===== src/rtl/uart_rx_brk_pkg.sv =====
package uart_rx_brk_pkg;
  typedef enum logic [1:0] {RX_IDLE, RX_START, RX_DATA, RX_STOP} rx_state_e;

  localparam int unsigned ST_RIP  = 0;
  localparam int unsigned ST_BRK  = 1;
  localparam int unsigned ST_FE   = 2;
  localparam int unsigned ST_FULL = 3;
  localparam int unsigned ST_ARM  = 4;

  function automatic logic maj3(input logic a, input logic b, input logic c);
    return (a & b) | (a & c) | (b & c);
  endfunction
endpackage


===== src/rtl/brk_sync.sv =====
module brk_sync #(
  parameter int unsigned STAGES = 2
) (
  input  logic clk_i,
  input  logic rst_ni,
  input  logic d_i,
  output logic q_o
);
  logic [STAGES-1:0] ff_q;

  generate
    if (STAGES == 1) begin : g_one
      always_ff @(posedge clk_i or negedge rst_ni)
        if (!rst_ni) ff_q <= '1;
        else         ff_q <= d_i;
    end else begin : g_chain
      always_ff @(posedge clk_i or negedge rst_ni)
        if (!rst_ni) ff_q <= '1;
        else         ff_q <= {ff_q[STAGES-2:0], d_i};
    end
  endgenerate

  assign q_o = ff_q[STAGES-1];
endmodule


===== src/rtl/brk_rx_core.sv =====
module brk_rx_core
  import uart_rx_brk_pkg::*;
#(
  parameter int unsigned OSR = 16,
  parameter int unsigned DW  = 9
) (
  input  logic          clk_i,
  input  logic          rst_ni,
  input  logic          tick_i,
  input  logic          rxd_i,
  input  logic          nine_i,
  output logic          start_o,
  output logic          false_o,
  output logic          done_o,
  output logic          stop_o,
  output logic [DW-1:0] data_o
);
  localparam int unsigned RTW = $clog2(OSR);
  localparam int unsigned BW  = $clog2(DW + 1);
  localparam int unsigned MID = OSR / 2;

  rx_state_e      st_q;
  logic [RTW-1:0] rt_q;
  logic [BW-1:0]  idx_q;
  logic [1:0]     vote_q;
  logic [DW-1:0]  sh_q;

  logic           last_rt, vote_now;
  logic [BW-1:0]  nbits;

  assign last_rt  = (rt_q == RTW'(OSR - 1));
  assign vote_now = maj3(vote_q[0], vote_q[1], rxd_i);
  assign nbits    = nine_i ? BW'(DW) : BW'(DW - 1);

  assign start_o = tick_i && (st_q == RX_IDLE) && !rxd_i;
  // start-bit vote is decided at RT7 (index MID-2)
  assign false_o = tick_i && (st_q == RX_START) && (rt_q == RTW'(MID - 2)) && vote_now;
  assign done_o  = tick_i && (st_q == RX_STOP) && (rt_q == RTW'(MID + 1));
  assign stop_o  = vote_now;
  assign data_o  = sh_q;

  always_ff @(posedge clk_i or negedge rst_ni) begin
    if (!rst_ni) begin
      st_q   <= RX_IDLE;
      rt_q   <= '0;
      idx_q  <= '0;
      vote_q <= '0;
      sh_q   <= '0;
    end else if (tick_i) begin
      unique case (st_q)
        RX_IDLE: begin
          if (!rxd_i) begin
            st_q <= RX_START;
            rt_q <= RTW'(1);
            sh_q <= '0;
          end
        end
        RX_START: begin
          rt_q <= last_rt ? '0 : rt_q + RTW'(1);
          if (rt_q == RTW'(MID - 6)) vote_q[0] <= rxd_i;
          if (rt_q == RTW'(MID - 4)) vote_q[1] <= rxd_i;
          if (false_o) begin
            st_q <= RX_IDLE;
            rt_q <= '0;
          end else if (last_rt) begin
            st_q  <= RX_DATA;
            idx_q <= '0;
          end
        end
        RX_DATA: begin
          rt_q <= last_rt ? '0 : rt_q + RTW'(1);
          if (rt_q == RTW'(MID - 1)) vote_q[0] <= rxd_i;
          if (rt_q == RTW'(MID))     vote_q[1] <= rxd_i;
          if (rt_q == RTW'(MID + 1)) begin
            for (int i = 0; i < int'(DW); i++)
              if (idx_q == BW'(i)) sh_q[i] <= vote_now;
          end
          if (last_rt) begin
            if (idx_q == nbits - BW'(1)) st_q <= RX_STOP;
            else                         idx_q <= idx_q + BW'(1);
          end
        end
        RX_STOP: begin
          rt_q <= rt_q + RTW'(1);
          if (rt_q == RTW'(MID - 1)) vote_q[0] <= rxd_i;
          if (rt_q == RTW'(MID))     vote_q[1] <= rxd_i;
          if (done_o) begin
            st_q <= RX_IDLE;
            rt_q <= '0;
          end
        end
        default: st_q <= RX_IDLE;
      endcase
    end
  end
endmodule


===== src/rtl/brk_status.sv =====
module brk_status
  import uart_rx_brk_pkg::*;
#(
  parameter int unsigned OSR = 16,
  parameter int unsigned DW  = 9
) (
  input  logic          clk_i,
  input  logic          rst_ni,
  input  logic          tick_i,
  input  logic          rxd_i,
  input  logic          nine_i,
  input  logic          start_i,
  input  logic          false_i,
  input  logic          done_i,
  input  logic          stop_i,
  input  logic [DW-1:0] data_i,
  input  logic          rd_stat_i,
  input  logic          wr_stat_i,
  input  logic          rd_data_i,
  input  logic          wr_data_i,
  input  logic [7:0]    wdata_i,
  output logic [7:0]    stat_o,
  output logic [7:0]    rdata_o,
  output logic          rx_bit8_o,
  output logic [7:0]    tx_data_o
);
  localparam int unsigned IDLE_LONG  = OSR * (DW + 2);
  localparam int unsigned IDLE_SHORT = OSR * (DW + 1);
  localparam int unsigned ICW        = $clog2(IDLE_LONG + 1);

  logic [ICW-1:0] ones_q, idle_lim;
  logic idle_hit, brk_char, rd_clear;
  logic rip_q, brk_q, fe_q, full_q, arm_q, rearm_q;
  logic [7:0] rx_q, tx_q;
  logic       rx_b8_q;

  assign idle_lim = nine_i ? ICW'(IDLE_LONG) : ICW'(IDLE_SHORT);
  assign idle_hit = tick_i && rxd_i && (ones_q == idle_lim - ICW'(1));
  assign brk_char = done_i && !stop_i && (data_i == '0);
  assign rd_clear = rd_data_i && arm_q;

  always_ff @(posedge clk_i or negedge rst_ni) begin
    if (!rst_ni)          ones_q <= '0;
    else if (tick_i) begin
      if (!rxd_i)         ones_q <= '0;
      else if (ones_q != '1) ones_q <= ones_q + ICW'(1);
    end
  end

  always_ff @(posedge clk_i or negedge rst_ni) begin
    if (!rst_ni) begin
      rip_q   <= 1'b0;
      brk_q   <= 1'b0;
      fe_q    <= 1'b0;
      full_q  <= 1'b0;
      arm_q   <= 1'b0;
      rearm_q <= 1'b1;
    end else begin
      if (start_i)                 rip_q <= 1'b1;
      else if (false_i || idle_hit) rip_q <= 1'b0;

      // a new character wins over a clear in the same cycle
      full_q <= done_i | (full_q & ~rd_clear);
      fe_q   <= (done_i & ~stop_i) | (fe_q & ~rd_clear);
      brk_q  <= (brk_char & rearm_q) | (brk_q & ~rd_clear);

      if (brk_char)                rearm_q <= 1'b0;
      else if (tick_i && rxd_i)    rearm_q <= 1'b1;

      if (rd_clear || wr_stat_i)   arm_q <= 1'b0;
      else if (rd_stat_i && (brk_q || fe_q || full_q)) arm_q <= 1'b1;
    end
  end

  // data registers carry no reset
  always_ff @(posedge clk_i) begin
    if (done_i) begin
      rx_q    <= data_i[7:0];
      rx_b8_q <= nine_i & data_i[DW-1];
    end
  end

  always_ff @(posedge clk_i)
    if (wr_data_i) tx_q <= wdata_i;

  always_comb begin
    stat_o          = '0;
    stat_o[ST_RIP]  = rip_q;
    stat_o[ST_BRK]  = brk_q;
    stat_o[ST_FE]   = fe_q;
    stat_o[ST_FULL] = full_q;
    stat_o[ST_ARM]  = arm_q;
  end

  assign rdata_o   = rx_q;
  assign rx_bit8_o = rx_b8_q;
  assign tx_data_o = tx_q;
endmodule


===== src/rtl/uart_rx_brk.sv =====
module uart_rx_brk #(
  parameter int unsigned OSR         = 16,
  parameter int unsigned SYNC_STAGES = 2
) (
  input  logic       clk_i,
  input  logic       rst_ni,
  input  logic       tick_i,
  input  logic       rxd_i,
  input  logic       nine_i,
  input  logic       rd_stat_i,
  input  logic       wr_stat_i,
  input  logic       rd_data_i,
  input  logic       wr_data_i,
  input  logic [7:0] wdata_i,
  output logic [7:0] stat_o,
  output logic [7:0] rdata_o,
  output logic       rx_bit8_o,
  output logic [7:0] tx_data_o
);
  localparam int unsigned DW = 9;

  logic          rxd_s, start_w, false_w, done_w, stop_w;
  logic [DW-1:0] data_w;

  brk_sync #(.STAGES(SYNC_STAGES)) i_sync (
    .clk_i (clk_i),
    .rst_ni(rst_ni),
    .d_i   (rxd_i),
    .q_o   (rxd_s)
  );

  brk_rx_core #(.OSR(OSR), .DW(DW)) i_core (
    .clk_i  (clk_i),
    .rst_ni (rst_ni),
    .tick_i (tick_i),
    .rxd_i  (rxd_s),
    .nine_i (nine_i),
    .start_o(start_w),
    .false_o(false_w),
    .done_o (done_w),
    .stop_o (stop_w),
    .data_o (data_w)
  );

  brk_status #(.OSR(OSR), .DW(DW)) i_status (
    .clk_i    (clk_i),
    .rst_ni   (rst_ni),
    .tick_i   (tick_i),
    .rxd_i    (rxd_s),
    .nine_i   (nine_i),
    .start_i  (start_w),
    .false_i  (false_w),
    .done_i   (done_w),
    .stop_i   (stop_w),
    .data_i   (data_w),
    .rd_stat_i(rd_stat_i),
    .wr_stat_i(wr_stat_i),
    .rd_data_i(rd_data_i),
    .wr_data_i(wr_data_i),
    .wdata_i  (wdata_i),
    .stat_o   (stat_o),
    .rdata_o  (rdata_o),
    .rx_bit8_o(rx_bit8_o),
    .tx_data_o(tx_data_o)
  );
endmodule


===== config.mk =====
export PLATFORM = sky130hd
export DESIGN_NAME = uart_rx_brk
export DESIGN_NICKNAME = d
export VERILOG_FILES = /design/src/rtl/uart_rx_brk_pkg.sv /design/src/rtl/brk_sync.sv /design/src/rtl/brk_rx_core.sv /design/src/rtl/brk_status.sv /design/src/rtl/uart_rx_brk.sv
export SDC_FILE = /design/constraint.sdc
export NUM_CORES = 1
export LEC_CHECK = 0
export BUFFER_PORTS_ARGS = -buffer_cell sky130_fd_sc_hd__buf_4
export CORE_MARGIN = 10
export CORE_UTILIZATION = 51
export DETAILED_ROUTE_END_ITERATION = 8
export PLACE_DENSITY = 0.75
export REMOVE_ABC_BUFFERS = 1
export SLEW_MARGIN = 40
export SYNTH_ARGS = -nofsm -noshare
export SYNTH_HDL_FRONTEND = slang
export SYNTH_SLANG_ARGS = --single-unit

===== constraint.sdc =====
create_clock -name clk_i -period 1.6 [get_ports clk_i]
set_input_delay 0.08 -clock clk_i [delete_from_list [all_inputs] [get_ports clk_i]]
set_output_delay 0.08 -clock clk_i [all_outputs]
set_load 0.005 [all_outputs]

==> results of run 1 <==
layout make-up:
| type | instances | area [µm²] |
|---|---|---|
| Clock inverter | 2 | 16.3 |
| Inverter | 10 | 40.0 |
| Multi-Input combinational cell | 186 | 1540 |
| Clock buffer | 6 | 82.6 |
| Fill cell | 310 | 1290 |
| Timing Repair Buffer | 87 | 728 |
| Sequential cell | 54 | 1450 |
| Tap cell | 70 | 87.6 |
cells in the final DEF (no fill, tap or decap), types with 3 or more instances in the layout:
| master | instances |
|---|---|
| buf_4 | 68 |
| nand2_1 | 31 |
| dfrtp_1 | 29 |
| edfxtp_1 | 17 |
| nor2_1 | 16 |
| a22o_1 | 12 |
| dlygate4sd3_1 | 11 |
| a21oi_1 | 10 |
| o21ai_2 | 9 |
| ha_4 | 9 |
| inv_1 | 6 |
| nand3_1 | 6 |
| clkbuf_8 | 6 |
| buf_6 | 6 |
| nand4_1 | 5 |
| o21ai_0 | 5 |
| and3_1 | 5 |
| dfrtp_2 | 5 |
| mux2_4 | 4 |
| ha_1 | 4 |
| nor2b_4 | 3 |
| inv_2 | 3 |
| nor3_1 | 3 |
| a21oi_2 | 3 |
| xor2_1 | 3 |
| nor2b_1 | 3 |
| conb_1 | 3 |
| dfstp_2 | 3 |
sequential cells by signal (all words and copies together), names as in the netlist, 2 cells and up, named ones only:
| register | cells |
|---|---|
| i_sync.ff_q | 2 |
| i_status.ones_q | 8 |
| i_status.tx_data_o | 8 |
| i_core.data_o | 9 |
| i_core.rt_q | 4 |
| i_core.idx_q | 4 |
| i_status.rdata_o | 8 |
| i_core.vote_q | 2 |
cell usage after synthesis, types with 2 or more instances:
cell      instances
a21o_1            2
mux2_2            4
buf_4             8
o21ai_0          10
nand3b_1          2
buf_6             2
o21ai_1           5
nor3_1            4
inv_1            10
dfrtp_1          34
xor2_1            3
a21oi_1          13
o31ai_1           2
ha_1             14
nor2_1           18
mux2_1            2
nand2b_1          2
and2_1            3
buf_2             2
and3_1            6
nand2_1          33
clkbuf_1          4
nor2b_1           5
o22ai_1           2
a22o_1           12
dfstp_2           3
edfxtp_1         17
a31oi_1           2
nand4_1           5
nand3_1           7
logic make-up (layout without fill, tap and decap cells):
logic type	after synthesis	in the layout	share of synthesized area [%]
AND/OR/NAND/NOR	95	95	17.2
AO/OA/AOI/OAI	63	63	15.8
flip-flops	54	54	51.3
buffers and inverters	26	105	5.17
adder cells (fa/ha/maj)	15	15	6.64
multiplexers	7	7	2.76
XOR/XNOR	3	3	0.936
other	1	3	0.134
layer usage:
layer | up-vias | part of all wire, % | GRT usage, %
met1 | 1155 | 41 | 18.3
met3 | 16 | 6.3 | 4.88
met4 | 0 | 1.7 | 4.18
met5 | - | 0 | 0
met2 | 94 | 51 | 28.4
li1 | 1105 | - | -
metrics by stage:
stage               hold WS [ps]  setup slack (ps)
floorplan                   -216              -262
global placement            76.4              -128
detailed placement          77.5              -143
CTS                         44.7             -55.8
global route                45.4              -243
finish                      45.1              -170
path summary, 6_finish.rpt:
path / from / slack, ps / cells past startpoint / to
worst max-delay path: i_core.rt_q[1] / -170 / 7 / flop
min in group asynchronous: rst_ni / 260 / 2 / i_status.ones_q[1]
max in group asynchronous: rst_ni / 960 / 2 / i_core.rt_q[2]
worst max register to register: i_core.rt_q[1] / -170 / 7 / flop
worst min register to register: i_sync.ff_q[0] / 360 / 0 / i_sync.ff_q[1]
worst min-delay path: wr_data_i / 50 / 1 / i_status.tx_data_o[3]
report_power, final:
group	switching, mW	internal (mW)	total, mW
sequential	0.257	1.66	1.92
clock	0.468	0.357	0.825
combinational	1.30	1.41	2.71
total	2.03	3.42	5.45
repair_timing:
action                                 in CTS  in global routing
gates cloned                                0                  1
hold buffers                               11                  0
endpoints found under the hold margin      44                  0
setup buffers                               4                  5
setup endpoints to repair                  21                 25
pin swaps                                  11                 24
gates resized for setup                    43                 42
==> key figures, run 1 <==
Outcome
  • Status: complete, but fails checks
  • Failing checks: setup timing

Route
  • DR WL/cell: 17.3 µm
  • Number of DRC markers in iteration 0: 132
  • DRT Wirelength: 7.18 mm
  • Via density: 5.71
  • Residual DRC: 0
  • Drt first pass iters: 4
  • Post-route ant nets: 0
  • Via Count: 2370

Die
  • Core ar.: 5240 µm²
  • Die Area: 8870 µm²
  • Die Ht: 94.2 µm
  • Initial core utilization: 53.6%
  • DIE WIDTH: 94.2 µm
  • # rows: 26
  • Ports: 42

Synthesis
  • Primary FF master, synth: dfrtp_1
  • Synth top area cells: dfrtp_1 (30%), edfxtp_1 (18%), ha_1 (6.2%), nand2_1 (4.4%), a22o_1 (3.7%)
  • Synth top area share: 30.3%
  • YS warnings: 0
  • Synth cell types: 58
  • #FFs+latches synth: 54
  • Cells after Synth: 264
  • Mapped cell area: 2810 µm²
  • EDFF count, synth: 17
  • Area leader, netlist: dfrtp_1
  • Ys async rst share: 68.5%
  • Mapped Avg Cell Area: 10.6 µm²
  • Register area share after synthesis: 51.3%

Pwr
  • Max VDD drop: 0.000748 V
  • Power consumption: 5.45 mW
  • PD cells: 1380 nW/µm²
  • Leakage: 1.71 nW

Critical path
  • Crit end category: flop
  • Critical Path Source Type: flop
  • Worst-path cell chain: inv_2 -> ha_4 -> nand4b_1 -> a21o_1 -> o22ai_4 -> nand4_1 -> mux2_4
  • CP Data Required Time: 1810 ps
  • CP top delay family: flip-flops
  • Critical path's slowest cell: dfrtp_2
  • Critical path peak fanout: 3
  • Largest stage delay, worst path: 460 ps
  • CP Data Arrival Time: 1980 ps
  • WS Path Type: flop to flop
  • Crit path buffers/inverters: 1

Clocking
  • Clock root cell: clkbuf_8
  • Cts bufs inserted: 5
  • CTS tree: done
  • Worst-skew pair later-pin latency: 320 ps
  • Clock Sinks: 54
  • Max clock buf depth: 2
  • Worst-path clk slew: 100 ps
  • H-tree depth: 2

Timing
  • Period Utilization, post-route: 111%
  • Min Tclk post-route: 1770 ps
  • Pins Over Slew Limit: 0
  • Final setup fails: 13
  • RSZ-0062 raised after global routing: true
  • Hold Fails Final Rpt: 0
  • Setup slack after layout: -170 ps
  • Setup_tns: -636 ps
  • Peak Freq: 565 MHz
  • Clk_skew: 8.24 ps

Min path
  • Tightest Hold Check Type: primary input to flop

GRT
  • Vias in the first global route: 2377
  • Global-route wire length before repair: 11.5 mm
  • GRT Total Usage: 16.1%
  • Antenna violations before repair: 0
  • Largest net degree at the start of global routing: 38
  • Grt total ovfl: 0

Placed design
  • Placer Congestion: 0.830
  • Post-DP HPWL: 4.47 mm
  • IO Port Bufs: 38
  • Post-Place Cell Area: 3320 µm²
  • Inst Count DP: 387

Final layout
  • Cell Count, Final, Fillers Out: 415
  • Finished Cell Area: 3950 µm²
  • N_diodes: 0
  • Synthesis-to-layout area growth: 40.6%
  • Final core utilization: 75.3%
  • Fin nets: 375
  • Share of cells above drive strength 1: 42.9%

Run
  • Max cap viols: 0
Power figures use the tool's default switching activity.
==> inputs of run 2 (changes only) <==
--- a/config.mk
+++ b/config.mk
@@ -7,9 +7,9 @@
 export LEC_CHECK = 0
 export BUFFER_PORTS_ARGS = -buffer_cell sky130_fd_sc_hd__buf_4
 export CORE_MARGIN = 10
-export CORE_UTILIZATION = 51
+export CORE_UTILIZATION = 57
 export DETAILED_ROUTE_END_ITERATION = 8
-export PLACE_DENSITY = 0.75
+export PLACE_DENSITY = 0.8
 export REMOVE_ABC_BUFFERS = 1
 export SLEW_MARGIN = 40
 export SYNTH_ARGS = -nofsm -noshare
==> constraint.sdc (replaced) <==
create_clock -name clk_i -period 1.95 [get_ports clk_i]
set_input_delay 0.0975 -clock clk_i [delete_from_list [all_inputs] [get_ports clk_i]]
set_output_delay 0.0975 -clock clk_i [all_outputs]
set_load 0.005 [all_outputs]
==> run 2 against run 1 <==
The run now ends clean; clock power down 9.2%; global-route usage shrank 2.3 points; fmax down 5.3%; combinational power shrank 55%; non-clock buffer count fell by 35; sequential power down 19%; cell count down 9.2%; first-iteration DRC count decreased by 32%; sequential share of layout area grew 6.6 points.
==> key figures, run 2 (synthesis results as in run 1) <==
Final layout
  • N_diodes: 0
  • Leading cell types in the layout, fill and taps excluded: buf_4 (41), dfrtp_1 (34), nand2_1 (33)
  • Fin nets: 340
  • Synthesis-to-layout area growth: 18.7%
  • Commonest non-fill, non-tap cell in the layout: buf_4
  • Max FFs per register: 9
  • Share of cells above drive strength 1: 21.3%

Min path
  • Tightest Hold Check Type: primary input to flop
  • Hold Crit Endpoint: i_status.tx_data_o[1]
  • Hold_sp: wr_data_i
  • Hold Crit Depth: 1

Route
  • Residual DRC: 0
  • DR WL/cell: 15.3 µm
  • Via Count: 2082
  • Post-route ant nets: 0
  • Drt first pass iters: 4
  • DRT Wirelength: 5.75 mm
  • Number of DRC markers in iteration 0: 90
  • Via density: 5.52

Clocking
  • Max clock buf depth: 2
  • H-tree depth: 2
  • Clock root cell: clkbuf_8
  • Worst-path clk slew: 100 ps
  • Worst-skew pair later-pin latency: 310 ps
  • Clock Sinks: 54
  • CTS tree: done
  • Cts bufs inserted: 5

Critical path
  • Crit end category: flop
  • CP Data Required Time: 2140 ps
  • Critical path's slowest cell: dfrtp_1
  • CP top delay family: flip-flops
  • R2R Setup Slk: 80 ps
  • R2r worst-path depth: 7
  • Worst-path cell chain: inv_1 -> ha_1 -> and4b_1 -> a21boi_2 -> o22ai_4 -> nand4_1 -> mux2_1
  • FF-to-FF Start: i_core.rt_q[0]
  • Critical path peak fanout: 6
  • Critical Path Source Type: flop
  • Crit path buffers/inverters: 1
  • WS Path Type: flop to flop
  • CP Data Arrival Time: 2060 ps
  • Largest stage delay, worst path: 430 ps

Timing
  • Hold Fails Final Rpt: 0
  • Peak Freq: 535 MHz
  • Setup_tns: 0 ps
  • Clk_skew: 9.17 ps
  • Min Tclk post-route: 1870 ps
  • RSZ-0062 raised after global routing: false
  • Period Utilization, post-route: 95.9%
  • Final setup fails: 0
  • Pins Over Slew Limit: 0
  • Setup slack after layout: 79.8 ps

Pwr
  • Max VDD drop: 0.000621 V
  • Leakage: 1.49 nW
  • PD cells: 1060 nW/µm²

Placed design
  • Post-DP HPWL: 4.16 mm
  • Placer Congestion: 0.812
  • Post-place setup slack: 97.8 ps
  • IO Port Bufs: 38

GRT
  • Largest net degree at the start of global routing: 38
  • Grt total ovfl: 0
  • Global-route wire length before repair: 9.61 mm
  • Antenna violations before repair: 0
  • GRT Total Usage: 13.8%
  • Vias in the first global route: 2069

Die
  • Initial core utilization: 59.0%
  • Die Area: 8130 µm²
  • DIE WIDTH: 90.2 µm
  • # rows: 25
  • Die Ht: 90.2 µm
  • Core ar.: 4750 µm²
  • Ports: 42

Outcome
  • Status: completed

Run
  • Max cap viols: 0
run 2: worst max-delay path by stage:
stage                   start          endpoint  slack [ps]  cells after the start
4_1_cts        i_core.st_q[0]  i_core.data_o[8]          70                      6
2_1_floorplan  i_core.st_q[0]   i_core.idx_q[2]          90                      7
3_3_place_gp   i_core.rt_q[1]              flop         170                      7
6_report       i_core.rt_q[0]              flop          80                      7
3_5_place_dp   i_core.st_q[0]  i_core.data_o[8]         100                      6
5_1_grt        i_core.rt_q[0]              flop           3                      7
run 2: worst register-to-register path, cell delays in order, from the launching register on:
cell and delay [ps]:
dfrtp_1 430, inv_1 100, ha_1 210, and4b_1 220, a21boi_2 220, o22ai_4 130, nand4_1 120, mux2_1 320
run 2: metrics by stage:
stage | total power, mW | hold WS, ps | util [%] | instances | area [µm²]
floorplan | 2.36 | -198 | - | 250 | 2710
global placement | 2.69 | 84.4 | 65.2 | 358 | 3100
detailed placement | 2.74 | 89.9 | 65.2 | 358 | 3100
CTS | 3.51 | 62.4 | 69.8 | 377 | 3320
global route | 3.73 | 63.2 | 70.1 | 377 | 3330
finish | 3.53 | 64.3 | 70.1 | 377 | 3330
run 2: metal layers:
layer | GRT usage [%] | wire, µm | share of wire (%) | vias up
met2 | 24.9 | 2970 | 52 | 44
met4 | 2.92 | 33 | 0.57 | 0
met5 | 0 | 0 | 0 | -
li1 | - | - | - | 1027
met1 | 16.4 | 2520 | 44 | 1008
met3 | 2.66 | 232 | 4.0 | 3
run 2: layout make-up:
| cell class | count | area, µm² |
|---|---|---|
| multi-input combinational | 186 | 1240 |
| sequential | 54 | 1440 |
| clock inverter | 3 | 43.8 |
| tap | 67 | 83.8 |
| clock buffer | 5 | 68.8 |
| fill | 359 | 1420 |
| inverter | 10 | 37.5 |
| timing repair buffer | 52 | 418 |
run 2: timing repair:
item                                   4_1_cts  5_1_grt
setup endpoints to repair                    0        4
resized for setup                            0        2
setup buffers                                0        0
endpoints found under the hold margin       44        0
hold buffers                                11        0
run 2: report_power, final:
group          switching, mW  leakage, nW  internal, mW
clock network          0.364       0.0585         0.385
registers              0.195        0.658          1.35
logic                  0.674        0.770         0.555
==> inputs of run 3 (changes only) <==
--- a/config.mk
+++ b/config.mk
@@ -6,6 +6,7 @@
 export NUM_CORES = 1
 export LEC_CHECK = 0
 export BUFFER_PORTS_ARGS = -buffer_cell sky130_fd_sc_hd__buf_4
+export CORE_ASPECT_RATIO = 1.2
 export CORE_MARGIN = 10
 export CORE_UTILIZATION = 57
 export DETAILED_ROUTE_END_ITERATION = 8
==> run 3 against run 2 <==
Via count up 0.53%; fmax up 0.69%; routed wire length up 2.4%; critical path type unchanged; setup slack better by 13 ps; global-route usage up 0.30 points; critical path depth unchanged; cell area down 0.79%; utilization up 0.83 points.
==> key figures, run 3 (synthesis results as in run 1) <==
Placed design
  • Post-Place Cell Area: 3090 µm²
  • Post-place setup slack: 111 ps
  • Inst Count DP: 349
  • IO Port Bufs: 38
  • Placer Congestion: 0.923
  • Post-DP HPWL: 4.27 mm

Final layout
  • Synthesis-to-layout area growth: 17.8%
  • Cell Count, Final, Fillers Out: 368
  • Max FFs per register: 9
  • Reg area: 1440 µm²
  • Finished Cell Area: 3310 µm²
  • Fin nets: 340
  • Share of cells above drive strength 1: 21.3%
  • Commonest non-fill, non-tap cell in the layout: buf_4
  • Final core utilization: 70.9%
  • N_diodes: 0
  • Leading cell types in the layout, fill and taps excluded: buf_4 (41), dfrtp_1 (34), nand2_1 (33)
  • Multi-input gate area in the final layout: 1240 µm²
  • Filler cells: 376

GRT
  • Antenna violations before repair: 0
  • Largest net degree at the start of global routing: 38
  • Grt total ovfl: 0
  • GRT Total Usage: 14.1%
  • Global-route wire length before repair: 9.83 mm
  • Vias in the first global route: 2105

Pwr
  • Leakage: 1.48 nW
  • PD cells: 1030 nW/µm²
  • Max VDD drop: 0.000493 V

Clocking
  • CTS tree: done
  • Worst-skew pair later-pin latency: 310 ps
  • Postcts setup bufs: 0
  • H-tree depth: 2
  • Cts bufs inserted: 5
  • Worst-path clk slew: 100 ps
  • Max clock buf depth: 2
  • Clock Sinks: 54
  • Clock root cell: clkbuf_8

Critical path
  • WS Path Type: flop to flop
  • Critical path peak fanout: 6
  • Worst-path cell chain: inv_1 -> ha_1 -> and4b_1 -> a21boi_2 -> o22ai_4 -> nand4_1 -> mux2_1
  • CP Data Arrival Time: 2060 ps
  • Critical Path Source Type: flop
  • Critical path's slowest cell: dfrtp_1
  • Largest stage delay, worst path: 420 ps
  • Crit end category: flop
  • CP Data Required Time: 2150 ps

Timing
  • Hold Fails Final Rpt: 0
  • Peak Freq: 538 MHz
  • Setup_tns: 0 ps
  • Period Utilization, post-route: 95.2%
  • RSZ-0062 raised after global routing: false
  • Final setup fails: 0
  • Pins Over Slew Limit: 0
  • Clk_skew: 9.03 ps
  • Setup slack after layout: 92.7 ps
  • Min Tclk post-route: 1860 ps

Route
  • Residual DRC: 0
  • DRT Wirelength: 5.89 mm
  • Via density: 5.69
  • Post-route ant nets: 0
  • DR WL/cell: 16.0 µm
  • Drt first pass iters: 4
  • Via Count: 2093
  • Number of DRC markers in iteration 0: 159

Die
  • DIE WIDTH: 84.1 µm
  • Die Ht: 96.9 µm
  • # rows: 27
  • Core ar.: 4660 µm²
  • Die Area: 8140 µm²
  • Initial core utilization: 60.2%
  • Ports: 42

Run
  • Max cap viols: 0

Min path
  • Tightest Hold Check Type: primary input to flop

Outcome
  • Status: completed
run 3: cell types whose count changed in the layout (fill, tap and decap cells not counted):
cell        previous run  this run
clkinv_2               1         0
and2_1                 3         2
clkinvlp_4             0         1
and2_2                 0         1
bufinv_16              1         0
ha_2                   1         0
clkbuf_8               5         6
ha_1                  13        14
run 3: power breakdown:
group | leakage [nW] | internal, mW | switching [mW] | total (mW)
Clock | 0.0478 | 0.293 | 0.368 | 0.661
Sequential | 0.658 | 1.35 | 0.194 | 1.55
Combinational | 0.773 | 0.552 | 0.660 | 1.21
Total | 1.48 | 2.20 | 1.22 | 3.42
run 3: cell type report:
class	count	share of cell area, %
flip-flops and latches	54	43.6
repair buffers	52	12.6
inverters	10	1.14
multi-input cells	186	37.5
clock buffers	6	2.50
clock inverters	2	0.492
well taps	58	2.20
run 3: timing repair:
action	in CTS	in global routing
hold endpoints to repair	44	0
endpoints found under the setup margin	0	7
gates resized for setup	0	2
hold buffers	11	0
run 3: critical path, delay by kind of cell (launching register included):
| kind | cells | cell delay [ps] |
|---|---|---|
| mux | 1 | 320 |
| buf+inv | 1 | 100 |
| flops | 1 | 420 |
| simple gates | 2 | 340 |
| fa+ha+maj | 1 | 230 |
| compound gates | 2 | 350 |
run 3: stage by stage:
step	hold WS (ps)	power, mW
2_1_floorplan	-198	2.36
3_3_place_gp	84.2	2.70
3_5_place_dp	85.9	2.74
4_1_cts	56.2	3.42
5_1_grt	59.4	3.64
6_report	62.6	3.42
run 3: path summary, 6_finish.rpt:
check / start / endpoint / cells past startpoint / slack (ps)
min reg2reg: i_sync.ff_q[0] / i_sync.ff_q[1] / 0 / 360
min: rd_data_i / i_status.arm_q / 3 / 60
min in group asynchronous: rst_ni / i_status.ones_q[3] / 2 / 280
max in group asynchronous: rst_ni / i_status.rearm_q / 2 / 1320
max reg2reg: i_core.rt_q[0] / flop / 7 / 90
max: i_core.rt_q[0] / flop / 7 / 90
run 3: per-layer routing:
| metal | up-vias | global-route usage [%] | routed length, µm |
|---|---|---|---|
| met5 | - | 0 | 0 |
| met4 | 0 | 4.62 | 93 |
| met3 | 10 | 3.43 | 262 |
| met2 | 65 | 23.9 | 2930 |
| met1 | 989 | 16.8 | 2600 |
| li1 | 1029 | - | - |
